## src/rtl/lkd_pkg.sv

```systemverilog
package lkd_pkg;
  localparam int CTRL_W  = 8;
  localparam int BAND_W  = 2;
  localparam int RATIO_W = 4;
  localparam int MAX_SHL = (1 << RATIO_W) - 1;

  typedef struct packed {
    logic [BAND_W-1:0]  band;   // [7:6]
    logic [RATIO_W-1:0] ratio;  // [5:2]
    logic               rsvd;   // [1]
    logic               start;  // [0]
  } ctrl_t;
endpackage

```

## src/rtl/lkd_ctrl.sv

```systemverilog
module lkd_ctrl
  import lkd_pkg::*;
(
  input  logic              clk_i,
  input  logic              rst_ni,
  input  logic              wr_en_i,
  input  logic [CTRL_W-1:0] wr_data_i,
  output ctrl_t             ctrl_o,
  output logic              arm_o,
  output logic              restart_o,
  output logic              clr_o
);
  ctrl_t ctrl_q, wr_w;
  logic  arm_q, rise_w, fld_chg_w;

  assign wr_w      = ctrl_t'(wr_data_i);
  assign rise_w    = wr_en_i && wr_w.start && !ctrl_q.start;
  assign fld_chg_w = wr_en_i && ({wr_w.band, wr_w.ratio} != {ctrl_q.band, ctrl_q.ratio});

  always_ff @(posedge clk_i or negedge rst_ni) begin
    if (!rst_ni) begin
      ctrl_q <= '0;
      arm_q  <= 1'b0;
    end else if (wr_en_i) begin
      ctrl_q <= wr_w;
      if (rise_w)                      arm_q <= 1'b1;
      else if (fld_chg_w || !wr_w.start) arm_q <= 1'b0;
    end
  end

  assign ctrl_o    = ctrl_q;
  assign arm_o     = arm_q;
  assign restart_o = rise_w;
  // any write that re-arms or disarms drops lock at once
  assign clr_o     = rise_w || fld_chg_w || (wr_en_i && !wr_w.start);
endmodule

```

## src/rtl/lkd_window.sv

```systemverilog
module lkd_window #(
  parameter int WIN_CYC = 256,
  localparam int CNT_W  = $clog2(WIN_CYC + 1),
  localparam int TIM_W  = $clog2(WIN_CYC)
) (
  input  logic             clk_i,
  input  logic             rst_ni,
  input  logic             arm_i,
  input  logic             restart_i,
  input  logic             ref_tick_i,
  input  logic             vco_tick_i,
  output logic             vld_o,
  output logic [CNT_W-1:0] ref_cnt_o,
  output logic [CNT_W-1:0] vco_cnt_o
);
  logic [TIM_W-1:0] tim_q;
  logic [CNT_W-1:0] ref_q, vco_q, ref_nxt, vco_nxt;
  logic             last_w;

  assign last_w  = (tim_q == TIM_W'(WIN_CYC - 1));
  assign ref_nxt = ref_q + CNT_W'(ref_tick_i);
  assign vco_nxt = vco_q + CNT_W'(vco_tick_i);

  always_ff @(posedge clk_i or negedge rst_ni) begin
    if (!rst_ni) begin
      tim_q <= '0;
      ref_q <= '0;
      vco_q <= '0;
    end else if (restart_i || !arm_i || last_w) begin
      tim_q <= '0;
      ref_q <= '0;
      vco_q <= '0;
    end else begin
      tim_q <= tim_q + TIM_W'(1);
      ref_q <= ref_nxt;
      vco_q <= vco_nxt;
    end
  end

  always_ff @(posedge clk_i or negedge rst_ni) begin
    if (!rst_ni) begin
      vld_o     <= 1'b0;
      ref_cnt_o <= '0;
      vco_cnt_o <= '0;
    end else begin
      vld_o <= arm_i && last_w && !restart_i;
      if (arm_i && last_w) begin
        ref_cnt_o <= ref_nxt;
        vco_cnt_o <= vco_nxt;
      end
    end
  end
endmodule

```

## src/rtl/lkd_compare.sv

```systemverilog
module lkd_compare
  import lkd_pkg::*;
#(
  parameter int CNT_W = 9,
  parameter int TOL   = 2,
  localparam int SC_W = CNT_W + MAX_SHL
) (
  input  logic [CNT_W-1:0]   ref_cnt_i,
  input  logic [CNT_W-1:0]   vco_cnt_i,
  input  logic [BAND_W-1:0]  band_i,
  input  logic [RATIO_W-1:0] ratio_i,
  output logic               good_o
);
  logic [SC_W-1:0] scaled_w, vco_w, diff_w;

  assign scaled_w = (SC_W'(ref_cnt_i) << ratio_i) >> band_i;
  assign vco_w    = SC_W'(vco_cnt_i);
  assign diff_w   = (vco_w > scaled_w) ? (vco_w - scaled_w) : (scaled_w - vco_w);
  assign good_o   = (diff_w <= SC_W'(TOL));
endmodule

```

## src/rtl/lkd_qualify.sv

```systemverilog
module lkd_qualify #(
  parameter int LOCK_WINS = 2,
  localparam int STK_W    = $clog2(LOCK_WINS + 1)
) (
  input  logic clk_i,
  input  logic rst_ni,
  input  logic clr_i,
  input  logic vld_i,
  input  logic good_i,
  output logic lock_o
);
  logic [STK_W-1:0] stk_q;
  logic             lock_q;

  always_ff @(posedge clk_i or negedge rst_ni) begin
    if (!rst_ni) begin
      stk_q  <= '0;
      lock_q <= 1'b0;
    end else if (clr_i) begin
      stk_q  <= '0;
      lock_q <= 1'b0;
    end else if (vld_i) begin
      if (good_i) begin
        if (stk_q != STK_W'(LOCK_WINS)) stk_q <= stk_q + STK_W'(1);
        if (stk_q >= STK_W'(LOCK_WINS - 1)) lock_q <= 1'b1;
      end else begin
        stk_q  <= '0;
        lock_q <= 1'b0;
      end
    end
  end

  assign lock_o = lock_q;
endmodule

```

## src/rtl/refclk_lock_det.sv

```systemverilog
module refclk_lock_det
  import lkd_pkg::*;
#(
  parameter int WIN_CYC   = 256,
  parameter int TOL       = 2,
  parameter int LOCK_WINS = 2,
  localparam int CNT_W    = $clog2(WIN_CYC + 1)
) (
  input  logic              clk_i,
  input  logic              rst_ni,
  input  logic              wr_en_i,
  input  logic [CTRL_W-1:0] wr_data_i,
  input  logic              ref_tick_i,
  input  logic              vco_tick_i,
  output logic [CTRL_W-1:0] ctrl_o,
  output logic              lock_o
);
  ctrl_t            ctrl_w;
  logic             arm_w, restart_w, clr_w;
  logic             win_vld, win_good;
  logic [CNT_W-1:0] ref_cnt_w, vco_cnt_w;

  lkd_ctrl u_ctrl (
    .clk_i, .rst_ni, .wr_en_i, .wr_data_i,
    .ctrl_o(ctrl_w), .arm_o(arm_w), .restart_o(restart_w), .clr_o(clr_w)
  );

  lkd_window #(.WIN_CYC(WIN_CYC)) u_win (
    .clk_i, .rst_ni, .arm_i(arm_w), .restart_i(restart_w),
    .ref_tick_i, .vco_tick_i,
    .vld_o(win_vld), .ref_cnt_o(ref_cnt_w), .vco_cnt_o(vco_cnt_w)
  );

  lkd_compare #(.CNT_W(CNT_W), .TOL(TOL)) u_cmp (
    .ref_cnt_i(ref_cnt_w), .vco_cnt_i(vco_cnt_w),
    .band_i(ctrl_w.band), .ratio_i(ctrl_w.ratio), .good_o(win_good)
  );

  lkd_qualify #(.LOCK_WINS(LOCK_WINS)) u_qual (
    .clk_i, .rst_ni, .clr_i(clr_w), .vld_i(win_vld), .good_i(win_good),
    .lock_o
  );

  assign ctrl_o = ctrl_w;
endmodule

```

## config.mk

```make
export PLATFORM = sky130hd
export DESIGN_NAME = refclk_lock_det
export DESIGN_NICKNAME = d
export VERILOG_FILES = /design/src/rtl/lkd_pkg.sv /design/src/rtl/lkd_ctrl.sv /design/src/rtl/lkd_window.sv /design/src/rtl/lkd_compare.sv /design/src/rtl/lkd_qualify.sv /design/src/rtl/refclk_lock_det.sv
export SDC_FILE = /design/constraint.sdc
export NUM_CORES = 1
export LEC_CHECK = 0
export BUFFER_PORTS_ARGS = -buffer_cell sky130_fd_sc_hd__buf_2
export CORE_UTILIZATION = 45
export CTS_BUF_LIST = sky130_fd_sc_hd__clkbuf_8
export DETAILED_ROUTE_END_ITERATION = 12
export GPL_ROUTABILITY_DRIVEN = 1
export SLEW_MARGIN = 20
export SYNTH_ARGS = -nofsm -noshare
export SYNTH_HDL_FRONTEND = slang
export SYNTH_SLANG_ARGS = --single-unit
```

## constraint.sdc

```tcl
create_clock -name clk_i -period 14.6 [get_ports clk_i]
set_clock_uncertainty 0.15 [all_clocks]
set_input_delay 1.46 -clock clk_i [delete_from_list [all_inputs] [get_ports clk_i]]
set_output_delay 1.46 -clock clk_i [all_outputs]
set_load 0.03 [all_outputs]
```

==> flow_summary.yaml, run 1 <==
placement:
  numPortBuffers: 21
  postPlaceCellArea_sq_um: 5400
  gp_congestion: 0.983
  dp_hpwl_um: 10100
clock_tree:
  postCtsSetupRepairBufs: 0
  postCtsHoldBufs: 0
  cts_buffer_depth: 2
  clk_pin_slew_worst_paths_ns: 0.06
  clock_sinks: 57
  numCtsBuffers: 9
  ctsRootBufferMaster: "clkbuf_8"
  h-tree-depth: 3
  clock_latency_ns: 0.35
  cts_tree: "built"
  ctsResizeCount: 0
setup_path:
  cp_max_fo: 19
  r2r_setup_slack_ns: 8.20
  endpoint_kind: "flip-flop"
  cp.required_ns: 14.72
  start_kind: "flip-flop"
  critPathKind: "flip-flop to flip-flop"
  critical_path_arrival_ns: 6.52
finish:
  drive_gt1_frac: 0.111
  syn2layout_area_growth_pct: 5.30
  num_antenna_cells: 0
  nets: 686
  final_area_sq_um: 5590
status:
  run_status: "finished, final reports clean"
floorplan:
  die-width_um: 111
  start_util: 0.463
  die_area_sq_um: 12200
  core_area_sq_um: 11500
  ios: 22
  die_y_um: 111
  rows: 39
synthesis:
  synth-edff-count: 0
  synth_seq_cells: 57
  ys_top_cells_by_count: "nor2_1, dfrtp_1, nand2_1, o21ai_0, inv_1"
  async_flop_share: 1.00
  netlist_area_sq_um: 5310
  syn_avg_cell_area_sq_um: 8.17
  synth_ff_type: "dfrtp_1"
  synth_area_leaders: "dfrtp_1, ha_1, nor2_1"
  synth_top_area_frac: 0.269
  netlist_instances: 650
  ys_seq_area_frac: 0.269
  syn_nets: 691
  synth.distinct_cells: 72
  synth_top_area_cell: "dfrtp_1"
  synth_warnings: 0
  yosysMostFrequentCell: "nor2_1"
timing:
  clock.fmax_ghz: 0.156
  setup_tns_ns: 0
  setup_viol: 0
  worst_pin_slew_ns: 1.00
  slew_viol_final: 0
  rsz0062_at_grt: "false"
  relSlewSlack: 0.333
  post-route-period-util: 0.438
  final-hold-violation-count: 0
  period_minus_slack_ns: 6.40
global_route:
  grt_overflow_total: 0
  track_usage: 0.229
  grt_pass1_vias: 4621
  grt_start_max_net_pins: 58
  antenna_found_initial: 0
  grt_pass1_wl_um: 22700
hold_path:
  hold_class: "flip-flop to flip-flop"
pwr:
  p_int_uw: 306
  pwr-share-seq: 0.352
  sw_frac_of_total: 0.377
  finalPower_uw: 491
  power_frac_clock: 0.288
  p_switching_uw: 185
  ir_worst_vdd_v: 0.0000539
  p_comb_frac: 0.360
  power_density_nw_per_um2: 87.8
  p_leak_nw: 2.49
drt:
  wl_per_cell_um: 17.0
  antenna_left: 0
  drc: 0
  drt_iter0_markers: 381
  num_vias: 4809
  drt-pass1-iter-count: 6
  viasPerCell: 6.06
  wl_um: 13500
run:
  cap_violations: 0
## metal layers
layer  vias to the layer above  track usage  share of wire
li1                       2347            -              -
met3                        37       0.0395          0.047
met4                         0        0.112          0.032
met1                      2284        0.325           0.48
met2                       141        0.334           0.44
met5                         -            0              0
## cells in the final DEF, fill, tap and decap left out, types with 8 or more instances in the layout
cell type   n
mux2i_1    20
o21ai_0    48
clkbuf_8    9
nand4_1    12
nor3_1     17
ha_1       26
nand2_1    54
xnor2_1    12
a211oi_1    9
o211ai_1    9
nor2b_1    13
nand3_1    28
xor2_1     20
nand2b_1   11
buf_2      21
a21oi_1    17
dfrtp_1    57
inv_1      41
nor2_1     67
mux2_2      8
## metrics by stage
step	hold WS [ns]	instances	utilization	worst slack, ns
after global placement	0.334	777	0.471	8.43
after floorplan	0.320	650	-	8.94
after global routing	0.369	793	0.488	7.71
after CTS	0.355	793	0.488	8.30
final	0.351	793	0.488	8.20
after detailed placement	0.341	777	0.471	8.37
## sequential cells by signal (all words and copies together), names as in the netlist
name / cells
u_ctrl.arm_o: 1
u_qual.stk_q: 2
u_win.ref_q: 9
u_win.vco_q: 9
u_ctrl.ctrl_o: 8
u_win.tim_q: 8
u_win.ref_cnt_o: 9
u_win.vco_cnt_o: 9
u_win.vld_o: 1
u_qual.lock_o: 1
## cells by family (layout without fill, tap and decap cells)
family	count (synthesis)	in the layout	share of synthesized area
fa+ha+maj	28	28	0.0688
simple gates	255	255	0.248
flops	57	57	0.269
compound gates	163	163	0.212
mux	34	34	0.0801
buf+inv	81	81	0.0698
xor+xnor	32	32	0.0528
## cell type report
cell class	instances	area, sq um
Sequential cell	57	1430
Clock buffer	9	124
Timing Repair Buffer	25	135
Inverter	40	150
Fill cell	1124	5880
Tap cell	143	179
Multi-Input combinational cell	512	3510
Clock inverter	7	63.8
## worst paths after layout
path                                  start                to  depth (start not counted)
setup / recovery           u_ctrl.ctrl_o[2]     u_qual.lock_o                         19
hold / removal             u_ctrl.ctrl_o[1]  u_ctrl.ctrl_o[1]                          1
setup reg to reg           u_ctrl.ctrl_o[2]     u_qual.lock_o                         19
hold reg to reg            u_ctrl.ctrl_o[1]  u_ctrl.ctrl_o[1]                          1
max in group asynchronous            rst_ni  u_ctrl.ctrl_o[1]                          2
min in group asynchronous            rst_ni     u_qual.lock_o                          2
## power by group through the flow
stage	logic [mW]	clock network (mW)	registers, mW
after floorplan	0.140	0	0.171
after global placement	0.172	0	0.175
after detailed placement	0.174	0	0.176
after CTS	0.175	0.147	0.173
after global routing	0.195	0.151	0.174
final	0.177	0.141	0.173
## worst max-delay path, cell delays in order, from the launching register on
cell and delay [ns]:
dfrtp_1 0.73, buf_4 0.37, mux2i_1 0.55, a22oi_1 0.29, nand2_1 0.21, mux4_2 0.26
inv_1 0.06, a22oi_1 0.25, inv_1 0.07, ha_1 0.42, nor2_1 0.09, o21bai_1 0.19
a21oi_1 0.09, or3_1 0.35, or4_4 0.55, or4_4 0.60, or3_4 0.40, a2111oi_4 0.39
nand3_2 0.13, a21oi_1 0.16
No activity file was read; power rests on OpenSTA's default activity.
==> run 2, diff against run 1 <==
==> constraint.sdc (replaced) <==
create_clock -name clk_i -period 6.6 [get_ports clk_i]
set_clock_uncertainty 0.15 [all_clocks]
set_input_delay 0.66 -clock clk_i [delete_from_list [all_inputs] [get_ports clk_i]]
set_output_delay 0.66 -clock clk_i [all_outputs]
set_load 0.03 [all_outputs]
==> run 2 against run 1 <==
  * Via count about the same
  * Sequential power increased by 120%
  * Cell count increased by 0.63%
  * Clock power increased by 140%
  * Worst hold slack got worse by 0.072 ns
  * Critical path depth unchanged
  * Global-route usage increased by 0.33 points
  * Largest cell class unchanged
  * Register-to-register slack got worse by 7.6 ns
==> flow_summary.yaml, run 2 (synthesis gave the netlist of run 1 again) <==
status:
  run_status: "finished, final reports clean"
clock_tree:
  numCtsBuffers: 9
  clock_latency_ns: 0.34
  h-tree-depth: 3
  cts_buffer_depth: 2
  ctsRootBufferMaster: "clkbuf_8"
  clock_sinks: 57
  cts_tree: "built"
  postCtsHoldBufs: 0
  ctsResizeCount: 0
  postCtsSetupRepairBufs: 0
  clk_pin_slew_worst_paths_ns: 0.07
setup_path:
  endpoint_kind: "flip-flop"
  start_kind: "flip-flop"
  critical_path_arrival_ns: 6.08
  critPathKind: "flip-flop to flip-flop"
  cp_max_fo: 23
  cp.required_ns: 6.72
finish:
  nets: 691
  syn2layout_area_growth_pct: 6.48
  final-seq-area_sq_um: 1430
  drive_gt1_frac: 0.121
  layout_common_cells: "nor2_1, dfrtp_1, nand2_1, o21ai_0, inv_1"
  final_area_sq_um: 5650
  final_common_cell: "nor2_1"
  num_antenna_cells: 0
  nFillCells: 1111
  multi_input_area_sq_um: 3510
pwr:
  p_int_uw: 699
  ir_worst_vdd_v: 0.000136
  p_switching_uw: 424
  power_density_nw_per_um2: 199
  p_comb_frac: 0.360
  pwr-share-seq: 0.333
  p_leak_nw: 2.52
  power_frac_clock: 0.307
  sw_frac_of_total: 0.377
timing:
  post-route-period-util: 0.904
  clock.fmax_ghz: 0.168
  slew_viol_final: 0
  relSlewSlack: 0.372
  setup_tns_ns: 0
  worst_pin_slew_ns: 0.939
  setup_viol: 0
  rsz0062_at_grt: "false"
  final-hold-violation-count: 0
  period_minus_slack_ns: 5.97
  layout_setup_ws_ns: 0.634
global_route:
  grt_overflow_total: 0
  antenna_found_initial: 0
  grt_pass1_vias: 4692
  grt_start_max_net_pins: 58
  grt_pass1_wl_um: 23200
  track_usage: 0.232
floorplan:
  die_y_um: 111
  rows: 39
  start_util: 0.463
  die_area_sq_um: 12200
  die-width_um: 111
  ios: 22
  core_area_sq_um: 11500
drt:
  antenna_left: 0
  wl_per_cell_um: 17.2
  drc: 0
  viasPerCell: 6.03
  drt-pass1-iter-count: 6
  wl_um: 13700
  num_vias: 4808
  drt_iter0_markers: 433
placement:
  gp_congestion: 0.914
  numPortBuffers: 21
  postPlaceCellArea_sq_um: 5440
  pre_cts_ws_ns: 0.707
  dp_hpwl_um: 10500
hold_path:
  hold_class: "primary input to async pin"
run:
  cap_violations: 0
## run 2: per-layer routing
layer / part of all wire / global-route usage
met2: 0.46 / 0.378
met4: 0.023 / 0.0827
met1: 0.48 / 0.313
met5: 0 / 0
met3: 0.035 / 0.0346
## run 2: worst paths after layout
kind                                        from          endpoint  slack (ns)  cells past startpoint
worst max-delay path            u_ctrl.ctrl_o[2]   u_qual.stk_q[1]        0.63                     19
worst min-delay path                      rst_ni     u_qual.lock_o        0.28                      2
max in group asynchronous                 rst_ni    u_win.ref_q[2]        5.52                      2
worst min register to register  u_ctrl.ctrl_o[1]  u_ctrl.ctrl_o[1]        0.36                      1
worst max register to register  u_ctrl.ctrl_o[2]   u_qual.stk_q[1]        0.63                     19
min in group clk_i              u_ctrl.ctrl_o[1]  u_ctrl.ctrl_o[1]        0.36                      1
## run 2: critical path, stage by stage (launching register included)
cell	delay, ns
dfrtp_1	0.67
buf_4	0.37
mux2i_1	0.38
a22oi_1	0.20
nand2_1	0.19
mux4_2	0.26
inv_1	0.05
a22oi_1	0.22
inv_1	0.07
ha_1	0.40
nor2_1	0.09
o21bai_1	0.18
a21oi_1	0.09
or3_1	0.35
or4_4	0.54
or4_4	0.61
or3_4	0.40
a2111oi_4	0.38
nand3_2	0.13
o21ai_1	0.16
## run 2: stage by stage
| stage | total power, mW | cells | hold WS, ns | util |
|---|---|---|---|---|
| after floorplan | 0.688 | 650 | 0.214 | - |
| after global placement | 0.776 | 782 | 0.336 | 0.474 |
| after detailed placement | 0.778 | 782 | 0.346 | 0.474 |
| after CTS | 1.13 | 798 | 0.304 | 0.493 |
| after global routing | 1.19 | 798 | 0.358 | 0.493 |
| final | 1.12 | 798 | 0.279 | 0.493 |
## run 2: power groups by stage
stage	combinational, mW	clock [mW]	sequential [mW]
floorplan	0.310	0	0.378
global placement	0.396	0	0.380
detailed placement	0.398	0	0.381
CTS	0.399	0.357	0.374
global route	0.443	0.373	0.376
finish	0.404	0.345	0.374
## run 2: layout make-up
type                    instances  area share
clock inverters                 6      0.0133
well taps                     143      0.0317
multi-input cells             512       0.621
flip-flops and latches         57       0.252
clock buffers                  10      0.0243
inverters                      40      0.0266
repair buffers                 30      0.0305
